[src/rtl/hti_pkg.sv]
package hti_pkg;

  localparam int unsigned DATA_W   = 64;
  localparam int unsigned OFF_W    = 16;

  localparam logic [OFF_W-1:0] OFF_SWI  = 16'h0000;
  localparam logic [OFF_W-1:0] OFF_CMP  = 16'h4000;
  localparam logic [OFF_W-1:0] OFF_TIME = 16'hBFF8;

  typedef enum logic [1:0] {
    SEL_NONE = 2'd0,
    SEL_SWI  = 2'd1,
    SEL_CMP  = 2'd2,
    SEL_TIME = 2'd3
  } reg_sel_e;

  typedef struct packed {
    reg_sel_e sel;
    logic     legal;
  } decode_t;

endpackage

[src/rtl/hti_decode.sv]
module hti_decode #(
  parameter int unsigned ADDR_W    = 32,
  parameter logic [ADDR_W-1:0] BASE_ADDR = 32'h0200_0000
) (
  input  logic [ADDR_W-1:0] addr,
  input  logic [3:0]        size,
  input  logic              write,
  output hti_pkg::decode_t  dec
);
  import hti_pkg::*;

  localparam logic [ADDR_W-1:0] SWI_A  = ADDR_W'(OFF_SWI);
  localparam logic [ADDR_W-1:0] CMP_A  = ADDR_W'(OFF_CMP);
  localparam logic [ADDR_W-1:0] TIME_A = ADDR_W'(OFF_TIME);

  logic [ADDR_W-1:0] rel;
  logic              size4, size8;

  always_comb begin
    rel   = addr - BASE_ADDR;
    size4 = (size == 4'd4);
    size8 = (size == 4'd8);
    dec.sel   = SEL_NONE;
    dec.legal = 1'b0;
    if (rel == SWI_A) begin
      dec.sel   = SEL_SWI;
      dec.legal = size4 | size8;
    end else if (rel == CMP_A) begin
      dec.sel   = SEL_CMP;
      dec.legal = size8;
    end else if (rel == TIME_A) begin
      dec.sel   = SEL_TIME;
      dec.legal = size8 & ~write;
    end
  end

endmodule

[src/rtl/hti_timebase.sv]
module hti_timebase #(
  parameter int unsigned CNT_W = 64
) (
  input  logic             clk,
  input  logic             rst,
  input  logic             tick,
  input  logic             cmp_we,
  input  logic [CNT_W-1:0] cmp_wdata,
  input  logic             store_done,
  output logic [CNT_W-1:0] time_q,
  output logic [CNT_W-1:0] cmp_q,
  output logic             tip_q
);

  logic [CNT_W-1:0] time_n, cmp_n;
  logic             recompute;

  always_comb begin
    time_n    = tick ? time_q + CNT_W'(1) : time_q;
    cmp_n     = cmp_we ? cmp_wdata : cmp_q;
    recompute = tick | store_done;
  end

  always_ff @(posedge clk) begin
    if (rst) begin
      time_q <= '0;
      cmp_q  <= '1;
      tip_q  <= 1'b0;
    end else begin
      time_q <= time_n;
      cmp_q  <= cmp_n;
      if (recompute) tip_q <= (cmp_n <= time_n);
    end
  end

  // tick advances time by one
  a_r9_tick_step: assert property (@(posedge clk) disable iff (rst)
    tick |=> time_q == $past(time_q) + CNT_W'(1));
  // time holds without tick
  a_r9_time_hold: assert property (@(posedge clk) disable iff (rst)
    !tick |=> $stable(time_q));
  // pending bit holds when nothing triggers a recompute
  a_r8_tip_hold: assert property (@(posedge clk) disable iff (rst)
    (!tick && !store_done) |=> $stable(tip_q));
  // after a tick, pending agrees with the stored compare and time
  a_r8_tip_after_tick: assert property (@(posedge clk) disable iff (rst)
    tick |=> tip_q == (cmp_q <= time_q));

endmodule

[src/rtl/hart_timer_irq.sv]
module hart_timer_irq #(
  parameter int unsigned ADDR_W    = 32,
  parameter logic [ADDR_W-1:0] BASE_ADDR = 32'h0200_0000
) (
  input  logic              clk,
  input  logic              rst,
  input  logic              tick,
  input  logic              req_valid,
  input  logic              req_write,
  input  logic [ADDR_W-1:0] req_addr,
  input  logic [3:0]        req_size,
  input  logic [63:0]       req_wdata,
  output logic              rsp_valid,
  output logic [63:0]       rsp_rdata,
  output logic              rsp_load_fault,
  output logic              rsp_store_fault,
  output logic              sw_irq,
  output logic              timer_irq
);
  import hti_pkg::*;

  decode_t           dec;
  logic              acc_ok, st_ok, ld_ok;
  logic              cmp_we;
  logic [DATA_W-1:0] time_v, cmp_v, rd_mux;

  hti_decode #(.ADDR_W(ADDR_W), .BASE_ADDR(BASE_ADDR)) u_dec (
    .addr (req_addr),
    .size (req_size),
    .write(req_write),
    .dec  (dec)
  );

  always_comb begin
    acc_ok = req_valid & dec.legal;
    st_ok  = acc_ok & req_write;
    ld_ok  = acc_ok & ~req_write;
    cmp_we = st_ok & (dec.sel == SEL_CMP);
    rd_mux = '0;
    if (ld_ok) begin
      case (dec.sel)
        SEL_SWI:  rd_mux = {{(DATA_W-1){1'b0}}, sw_irq};
        SEL_CMP:  rd_mux = cmp_v;
        SEL_TIME: rd_mux = time_v;
        default:  rd_mux = '0;
      endcase
    end
  end

  hti_timebase #(.CNT_W(DATA_W)) u_tb (
    .clk       (clk),
    .rst       (rst),
    .tick      (tick),
    .cmp_we    (cmp_we),
    .cmp_wdata (req_wdata),
    .store_done(st_ok),
    .time_q    (time_v),
    .cmp_q     (cmp_v),
    .tip_q     (timer_irq)
  );

  always_ff @(posedge clk) begin
    if (rst) begin
      sw_irq          <= 1'b0;
      rsp_valid       <= 1'b0;
      rsp_rdata       <= '0;
      rsp_load_fault  <= 1'b0;
      rsp_store_fault <= 1'b0;
    end else begin
      if (st_ok && dec.sel == SEL_SWI) sw_irq <= req_wdata[0];
      rsp_valid       <= req_valid;
      rsp_rdata       <= rd_mux;
      rsp_load_fault  <= req_valid & ~req_write & ~dec.legal;
      rsp_store_fault <= req_valid & req_write & ~dec.legal;
    end
  end

  // every request is answered on the next cycle
  a_r11_rsp_follows: assert property (@(posedge clk) disable iff (rst)
    req_valid |=> rsp_valid);
  // no fault flags without a response
  a_r11_no_stray_fault: assert property (@(posedge clk) disable iff (rst)
    !rsp_valid |-> !(rsp_load_fault || rsp_store_fault));
  // at most one fault kind at a time
  a_r7_fault_excl: assert property (@(posedge clk) disable iff (rst)
    $onehot0({rsp_load_fault, rsp_store_fault}));
  // software-pending bit only moves on a store
  a_r4_swi_only_store: assert property (@(posedge clk) disable iff (rst)
    !(req_valid && req_write) |=> $stable(sw_irq));
  // faulted loads return zero data
  a_r6_fault_zero: assert property (@(posedge clk) disable iff (rst)
    rsp_load_fault |-> rsp_rdata == '0);

endmodule

[config.mk]
export PLATFORM = sky130hd
export DESIGN_NAME = hart_timer_irq
export DESIGN_NICKNAME = d
export VERILOG_FILES = /design/src/rtl/hti_pkg.sv /design/src/rtl/hti_decode.sv /design/src/rtl/hti_timebase.sv /design/src/rtl/hart_timer_irq.sv
export SDC_FILE = /design/constraint.sdc
export NUM_CORES = 1
export LEC_CHECK = 0
export CORE_UTILIZATION = 30
export CTS_BUF_LIST = sky130_fd_sc_hd__clkbuf_2 sky130_fd_sc_hd__clkbuf_4 sky130_fd_sc_hd__clkbuf_8
export CTS_CLUSTER_DIAMETER = 30
export DETAILED_ROUTE_END_ITERATION = 12
export PLACE_DENSITY_LB_ADDON = 0.1
export SETUP_SLACK_MARGIN = 0.15
export SYNTH_ARGS = -nofsm -noshare
export SYNTH_HDL_FRONTEND = slang
export SYNTH_SLANG_ARGS = --single-unit
[constraint.sdc]
create_clock -name clk -period 7.4 [get_ports clk]
set_clock_uncertainty 0.1 [all_clocks]
set_input_delay 1.85 -clock clk [delete_from_list [all_inputs] [get_ports clk]]
set_output_delay 1.85 -clock clk [all_outputs]
set_load 0.02 [all_outputs]
# == Word level (Yosys, flattened, before mapping) ==
# Cells that the tools add are included.
# op_classes
addsub,2
order_cmp,1
n_eq_ne,7
mux,6
bitwise,14
n_reduce_logical,3
# ops
operator,count
one-hot mux 64 bit (3 select lines),1
two-way mux 64 bit,2
"adder 64 x 1 -> 64 bit, second input constant",1
<= comparator 64 bit,1
"== test 32 x 15 -> 1 bit, second input constant",1
"== test 32 x 16 -> 1 bit, second input constant",1
zero test 32 bit,1
"subtractor 32 x 26 -> 32 bit, second input constant",1
bitwise AND 1 bit,9
two-way mux 3 bit,3
"== test 2 bit, second input constant",2
"== test 4 x 3 -> 1 bit, second input constant",1
"== test 4 bit, second input constant",1
inverter 1 bit,3
"== test 2 x 1 -> 1 bit, second input constant",1
OR 1 bit,2
OR reduction 2 bit,1
logical AND 1 bit,1
# totals
reg_bits,197
inputBits,105
out_inout_bits,69
wordCells,41

# == Depth between registers and ports, before layout ==
# Gate-level depths: netlist of the first run.
# logic_depth
word_depth,10
ltp_mapped,16
depth_no_buf,15

# == Hierarchy ==
# A second synthesis of the first run with hierarchy kept.
# unflattened
cells_unflattened,975
hier_area_um2,9514.1
# by_module_without_submodules
module,n_inst,cells_per_inst,area_each_um2,seq_area_each_um2
hti_timebase,1,725,6860.3,2582.5
hart_timer_irq,1,222,2434.8,1361.3
hti_decode,1,28,219.0,0.0

# == Worst setup path after synthesis of the first run ==
# No wires, ideal clock.
# synth_timing
path_type,input-to-reg
startpoint,input port req_addr[23]
endpoint,register u_tb.tip_q
setup_ps,135
arrival_time_ps,5232
required_time_ps,7165
setup_slack_ps,1933
path_stages,14
n_path_buf,1
cell_sequence,or4_1 > nor4_2 > nand4_2 > and4bb_2 > nand3_4 > buf_2 > mux2_1 > ha_1 > nand4_1 > or4_1 > a21oi_1 > a2111oi_0 > o211ai_1 > a221oi_1
# synth_via
elab_chain_len,10
elab_cells_between_ends,14
classes_between,1 x add/sub; 1 x order compare; 3 x eq/ne; 4 x mux; 4 x bitwise; 1 x reduce/logical
# synth_lines
item,line,rtl
"start, declared",hart_timer_irq.sv:10,"input logic [ADDR_W-1:0] req_addr,"
subtractor 32 x 26 -> 32 bit (*),hti_decode.sv:20,rel = addr - BASE_ADDR;
== test 32 x 16 -> 1 bit,hti_decode.sv:31,end else if (rel == TIME_A) begin
two-way mux 3 bit,hti_decode.sv:31,
two-way mux 3 bit,hti_decode.sv:28,end else if (rel == CMP_A) begin
two-way mux 3 bit (*),hti_decode.sv:25,if (rel == SWI_A) begin
bitwise AND 1 bit,hart_timer_irq.sv:35,acc_ok = req_valid & dec.legal;
bitwise AND 1 bit,hart_timer_irq.sv:36,st_ok = acc_ok & req_write;
bitwise AND 1 bit (*),hart_timer_irq.sv:38,cmp_we = st_ok & (dec.sel == SEL_CMP);
two-way mux 64 bit (*),hti_timebase.sv:20,cmp_n = cmp_we ? cmp_wdata : cmp_q;
via u_tb.cmp_n[14],hti_timebase.sv:15,"logic [CNT_W-1:0] time_n, cmp_n;"
<= comparator 64 bit (*),hti_timebase.sv:32,if (recompute) tip_q <= (cmp_n <= time_n);
"end signal, assigned",hti_timebase.sv:32,
"end, declared",hti_timebase.sv:12,output logic tip_q
# Mark *: on every way through the listed nets, which the timed path passes. The rest lies on a longest branch.
# A chain may end at the register's enable or synchronous reset.

# == Worst setup path in the final report of the first run ==
# Ends and elaborated chain as after synthesis.

==> results of run 1 <==
-- synth_stat cells (5+ instances only) --
library cell / instances / area [µm²]
dfxtp_1: 197 / 3940
nor2_1: 147 / 552
ha_1: 66 / 826
a22oi_1: 64 / 480
or2_1: 63 / 394
mux2_1: 59 / 664
xor2_1: 46 / 403
nand2_1: 42 / 158
clkbuf_1: 39 / 146
nand3_1: 34 / 170
nand4_1: 31 / 194
a21oi_1: 26 / 130
xnor2_1: 18 / 158
and3_1: 15 / 93.8
and4_1: 15 / 131
nor4_1: 11 / 68.8
inv_1: 9 / 33.8
buf_2: 6 / 30.0
nor3_1: 6 / 30.0
o21ai_0: 6 / 30.0
a221oi_1: 5 / 43.8
mux2_2: 5 / 56.3
-- worst register-to-register path: stages, from the launching register on --
cell	delay, ps
dfxtp_1	460
and4_1	290
and3_1	320
nand3_1	290
nor4_1	340
buf_4	210
nand2_1	70
xor2_1	160
ha_1	320
nand4_1	140
nor4_1	840
nand4_1	210
nor2_1	200
inv_1	50
o211ai_1	160
a221oi_1	90
-- cell families after synthesis --
kind of cell	count (synthesis)	synth area share (%)
and+or+nand+nor	384	21.8
muxes	67	8.29
xor gates and xnor gates	64	6.19
DFF	197	43.5
buffers and inverters	55	2.36
AOI/OAI and AO/OA	116	8.74
adders and majority gates	66	9.11
-- area by class of cell --
class | count | area share [%]
multi-input combinational | 697 | 42.3
timing repair buffer | 182 | 15.6
inverter | 9 | 0.291
clock inverter | 14 | 1.49
sequential | 197 | 34.0
tap | 390 | 4.20
clock buffer | 18 | 2.13
-- how the worst max path moves through the flow --
stage | cells past startpoint | to | startpoint | slack, ps
after detailed placement | 16 | u_tb.tip_q$_SDFFE_PP0P_ | req_addr[23] | 600
after global placement | 16 | u_tb.tip_q$_SDFFE_PP0P_ | req_addr[23] | 700
after global routing | 16 | u_tb.tip_q$_SDFFE_PP0P_ | req_addr[26] | 870
after CTS | 16 | u_tb.tip_q$_SDFFE_PP0P_ | req_addr[23] | 1130
after floorplan | 14 | u_tb.tip_q$_SDFFE_PP0P_ | req_addr[23] | 1930
final | 16 | u_tb.tip_q$_SDFFE_PP0P_ | req_addr[23] | 1130
-- routing by layer --
layer | vias up | global-route usage [%]
met1 | 3325 | 22.3
met3 | 13 | 2.97
met4 | 0 | 4.06
met2 | 146 | 25.7
met5 | - | 0
li1 | 3680 | -
-- sequential cells by signal, summed over array words and instances (netlist names) --
signal and count:
rsp_valid 1, rsp_rdata 64, u_tb.tip_q 1, u_tb.time_q 64, sw_irq 1, u_tb.cmp_q 64
rsp_store_fault 1, rsp_load_fault 1
-- power by group --
group | switching [mW] | leakage, nW | internal (mW)
Clock | 0.441 | 0.209 | 0.297
Combinational | 0.0316 | 2.04 | 0.0564
Sequential | 0.00195 | 1.59 | 1.06
==> results.py, run 1 <==
metrics = {
    "outcome": {
        "status": "complete, no violations",
    },
    "layout": {
        "regArea_mm2": 0.00394,
        "finalNonFillerCells": 1507,
        "fillers": 3022,
        "stdcell_area_mm2": 0.0116,
        "nets": 1275,
        "layout_commonest_cell": "dfxtp_1",
        "area_growth_pct": 28.1,
        "antennaDiodeCount": 0,
        "layout_common_cells": "dfxtp_1, clkdlybuf4s50_1, nor2_1, ha_1, a22oi_1",
        "drive_above_1_share_pct": 4.92,
        "multi_input_area_mm2": 0.00491,
        "post-route-util_pct": 39.2,
    },
    "clocking": {
        "cts_tree": "built",
        "cts.reportedPaths.clkPinSlew_ps": 100,
        "cts_buffers": 17,
        "cts.path.max_buffers": 2,
        "clock_latency_ps": 470,
        "clock_sinks": 197,
        "postCtsSetupBuffers": 0,
        "hold_buffers": 0,
        "post_cts_resized": 0,
        "htree_levels": 4,
        "cts-root-buf": "clkbuf_8",
    },
    "setup_path": {
        "path_delay_family": "simple AND/OR/NAND/NOR gates",
        "startpoint_type": "input port",
        "path_class": "in -> reg",
        "crit_required_ps": 7610,
        "r2r_slack_ps": 2990,
        "max_stage_delay_ps": 840,
        "cp_num_buf_inv": 3,
        "slowest_stage": "nor4_1",
        "reg2reg_from": "u_tb.time_q[6]$_SDFF_PP0_",
        "arrival_ps": 6490,
        "reg2regPathDepth": 15,
        "path_max_fanout": 64,
        "crit_top_cell": "nand4_1",
        "regToRegEndpoint": "u_tb.tip_q$_SDFFE_PP0P_",
        "path_cells": "clkdlybuf4s50_1, or4_1, nor4_2, nand4_2, and4bb_2, nand3_4, buf_12, mux2_1, ha_1, nand4_1, nor4_1, nand4_1, nor2_1, inv_1, o211ai_1, a221oi_1",
        "cp-end-kind": "flop",
    },
    "power": {
        "powerDensity_mw_per_mm2": 163,
        "cellLeakagePower_nw": 3.84,
        "finalPower_mw": 1.89,
        "ir_drop_mv": 0.0805,
    },
    "grt": {
        "grt_overflow_total": 0,
        "antenna_found_initial": 0,
        "gr-usage-all-layers_pct": 16.1,
        "grt_pass1_vias": 7308,
        "grt_pass1_wl_um": 39200,
        "grt_start_max_net_pins": 71,
    },
    "floorplanning": {
        "start_util_pct": 30.6,
        "die_x_um": 176,
        "core_mm2": 0.0296,
        "dieArea_mm2": 0.0309,
        "die_y_um": 176,
        "ios": 174,
        "std_cell_rows": 63,
    },
    "drt": {
        "wl_met3_um": 1090,
        "drc": 0,
        "avgViaCountPerCell": 4.75,
        "antenna_left": 0,
        "met1_length_um": 12300,
        "dr.first_iter.drc_count": 325,
        "first_pass_iters": 4,
        "dr_wl_met2_um": 10900,
        "top_layer": "met4",
        "finalWirelength_um": 24500,
        "vias": 7164,
        "wl_per_cell_um": 16.3,
    },
    "synth": {
        "async_reset_ff_share_pct": 0,
        "synth.distinct_cells": 45,
        "synth_area_mm2": 0.00906,
        "synth_edf_count": 0,
        "ys_warn_count": 0,
        "syn_area_per_cell_um2": 9.55,
        "synth_seq_cells": 197,
        "synth_fp_nets": 1120,
        "yosysSeqAreaShare_pct": 43.5,
        "synthFlopType": "dfxtp_1",
        "synth_cells": 949,
    },
    "timing": {
        "fin_hold_ws_ps": 385,
        "hold_viol": 0,
        "timing.final.crit_share_pct": 84.8,
        "setup_ws_ps": 1130,
        "rsz0062_at_grt": "no",
        "fmax_mhz": 159,
        "final.setup.tns_ps": 0,
        "tightest_slew_ps": 934,
        "period_minus_slack_ps": 6270,
        "slew_headroom_pct": 37.1,
        "setup_viol_count_final": 0,
        "slew_violations": 0,
    },
    "placement": {
        "numPortBuffers": 173,
        "place_ws_ps": 604,
        "dpl.cell_count": 1475,
        "place_congestion": 0.772,
        "hpwl_um": 17100,
        "place_area_mm2": 0.0112,
    },
    "hold_path": {
        "hold_path.class": "reg -> reg",
        "min_to": "u_tb.tip_q$_SDFFE_PP0P_",
        "worstHoldStart": "u_tb.tip_q$_SDFFE_PP0P_",
        "whs_path_depth": 2,
    },
    "flow_run": {
        "drv_cap": 0,
    },
}
Note: power is estimated with default switching activity, not from simulation.
==> run 2, diff against run 1 <==
- clock period: 7.4 -> 6.4 ns (I/O delays scaled with it)
==> run 2 against run 1 <==
Net effect: highest routed layer unchanged; clock power increased by 19%; die area unchanged; largest power group unchanged; combinational power increased by 16%; critical path depth unchanged; via count increased by 0.53%; utilization increased by 0.19 points; register-to-register slack got worse by 760 ps; sequential share of layout area decreased by 0.16 points; cell count increased by 0.27%; flip-flop and latch count unchanged.
==> results.py, run 2 (synthesis results as in run 1) <==
metrics = {
    "outcome": {
        "status": "complete, no violations",
    },
    "clocking": {
        "post_cts_resized": 0,
        "cts.path.max_buffers": 2,
        "cts.reportedPaths.clkPinSlew_ps": 110,
        "hold_buffers": 0,
        "cts-root-buf": "clkbuf_8",
        "clock_latency_ps": 480,
        "postCtsSetupBuffers": 0,
        "clock_sinks": 197,
        "htree_levels": 4,
        "cts_buffers": 17,
        "cts_tree": "built",
    },
    "power": {
        "ir_drop_mv": 0.0921,
        "cellLeakagePower_nw": 3.86,
        "sequentialPowerShare_pct": 55.6,
        "switching_share_pct": 24.7,
        "clkPwrFrac_pct": 39.8,
        "power_frac_comb_pct": 4.6,
        "p_switching_mw": 0.547,
        "power.internal_mw": 1.67,
        "powerDensity_mw_per_mm2": 190,
    },
    "floorplanning": {
        "core_mm2": 0.0296,
        "die_x_um": 176,
        "dieArea_mm2": 0.0309,
        "std_cell_rows": 63,
        "die_y_um": 176,
        "start_util_pct": 30.6,
        "ios": 174,
    },
    "setup_path": {
        "reg2regPathDepth": 15,
        "cp-end-kind": "flop",
        "crit_end": "u_tb.tip_q$_SDFFE_PP0P_",
        "crit_top_cell": "o21ai_0",
        "slowest_stage": "a2111oi_0",
        "path_cells": "clkdlybuf4s50_1, or4_1, nor4_2, nand4_2, and4bb_2, nand3_4, buf_4, mux2_1, ha_1, a21oi_1, o21ai_0, nand2_1, o21ai_0, a2111oi_0, o211ai_1, a221oi_1",
        "arrival_ps": 6150,
        "crit_start": "req_addr[23]",
        "path_depth": 16,
        "startpoint_type": "input port",
        "path_max_fanout": 33,
        "regToRegEndpoint": "u_tb.tip_q$_SDFFE_PP0P_",
        "path_class": "in -> reg",
        "reg2reg_from": "u_tb.time_q[6]$_SDFF_PP0_",
        "path_delay_family": "compound AO/OA/AOI/OAI gates",
        "max_stage_delay_ps": 740,
        "r2r_slack_ps": 2230,
        "crit_required_ps": 6680,
        "cp_num_buf_inv": 2,
    },
    "timing": {
        "hold_viol": 0,
        "setup_viol_count_final": 0,
        "rsz0062_at_grt": "no",
        "fmax_mhz": 170,
        "period_minus_slack_ps": 5870,
        "slew_violations": 0,
        "timing.final.crit_share_pct": 91.8,
        "fin_hold_ws_ps": 408,
        "setup_ws_ps": 528,
        "tightest_slew_ps": 862,
        "final.setup.tns_ps": 0,
        "slew_headroom_pct": 42.3,
    },
    "placement": {
        "place_congestion": 0.764,
        "hpwl_um": 17300,
        "dpl.cell_count": 1479,
        "numPortBuffers": 173,
        "place_ws_ps": -98.5,
    },
    "drt": {
        "dr.first_iter.drc_count": 405,
        "avgViaCountPerCell": 4.77,
        "finalWirelength_um": 24500,
        "drc": 0,
        "vias": 7202,
        "wl_per_cell_um": 16.2,
        "antenna_left": 0,
        "first_pass_iters": 4,
    },
    "layout": {
        "layout_common_cells": "dfxtp_1, clkdlybuf4s50_1, nor2_1, ha_1, a22oi_1",
        "area_growth_pct": 28.7,
        "nets": 1279,
        "largest_registers": "rsp_rdata x64, u_tb.cmp_q x64, u_tb.time_q x64",
        "drive_above_1_share_pct": 5.26,
        "layout_commonest_cell": "dfxtp_1",
        "post-route-util_pct": 39.4,
        "antennaDiodeCount": 0,
        "finalNonFillerCells": 1511,
    },
    "grt": {
        "gr-usage-all-layers_pct": 16.4,
        "grt_overflow_total": 0,
        "antenna_found_initial": 0,
        "grt_pass1_vias": 7212,
        "grt_pass1_wl_um": 39400,
        "grt_start_max_net_pins": 67,
    },
    "hold_path": {
        "hold_path.class": "reg -> reg",
        "worstHoldStart": "u_tb.cmp_q[1]$_SDFF_PP1_",
    },
    "flow_run": {
        "drv_cap": 0,
    },
}
[run 2: cell count changes in the layout (fill, tap and decap cells not counted), sizes merged]
| cell | change |
|---|---|
| clkinv | +2 |
| inv | -3 |
| buf | +4 |
| bufinv | +1 |
[run 2: metal layers]
| layer | GRT usage [%] | vias up | wire length [µm] |
|---|---|---|---|
| met1 | 23.0 | 3352 | 12200 |
| met2 | 25.8 | 161 | 10900 |
| met4 | 3.55 | 0 | 198 |
| met3 | 3.12 | 14 | 1120 |
| met5 | 0 | - | 0 |
| li1 | - | 3675 | - |
[run 2: final cells by class]
cell class              instances  area, µm²
clock inverters                14        191
well taps                     390        488
inverters                       9       33.8
fillers                      2998      18000
flip-flops and latches        197       3940
repair buffers                186       1850
multi-input cells             697       4910
clock buffers                  18        241
[run 2: stage by stage]
| step | instance area, µm² | power (mW) |
|---|---|---|
| after floorplan | 9060 | 1.28 |
| after global placement | 11200 | 1.36 |
| after detailed placement | 11200 | 1.36 |
| after CTS | 11700 | 2.26 |
| after global routing | 11700 | 2.31 |
| final | 11700 | 2.21 |
[run 2: how the worst min path moves through the flow]
stage,to,slack [ps],cells after the start
2_1_floorplan,u_tb.cmp_q[0]$_SDFF_PP1_,370,2
3_5_place_dp,rsp_rdata[63]$_SDFF_PP0_,390,2
6_report,rsp_rdata[1]$_SDFF_PP0_,410,2
3_3_place_gp,rsp_rdata[57]$_SDFF_PP0_,390,2
4_1_cts,rsp_rdata[1]$_SDFF_PP0_,410,2
5_1_grt,rsp_rdata[16]$_SDFF_PP0_,450,2
[run 2: worst register-to-register path, stage by stage, from the launching register on]
cell and delay, ps:
dfxtp_1 450, and4_1 290, and3_1 320, nand3_1 270, nor4_1 690, nand4_1 190
xor2_1 190, ha_1 300, nand4_1 150, nor4_1 340, buf_4 180, nand4_1 100
nor2_1 160, inv_1 50, o211ai_1 150, a221oi_1 100
[run 2: power by group through the flow]
stage	logic [mW]	clock network, mW	registers, mW
floorplan	0.0227	0	1.26
global placement	0.104	0	1.26
detailed placement	0.104	0	1.26
CTS	0.105	0.920	1.23
global route	0.110	0.967	1.23
finish	0.102	0.880	1.23
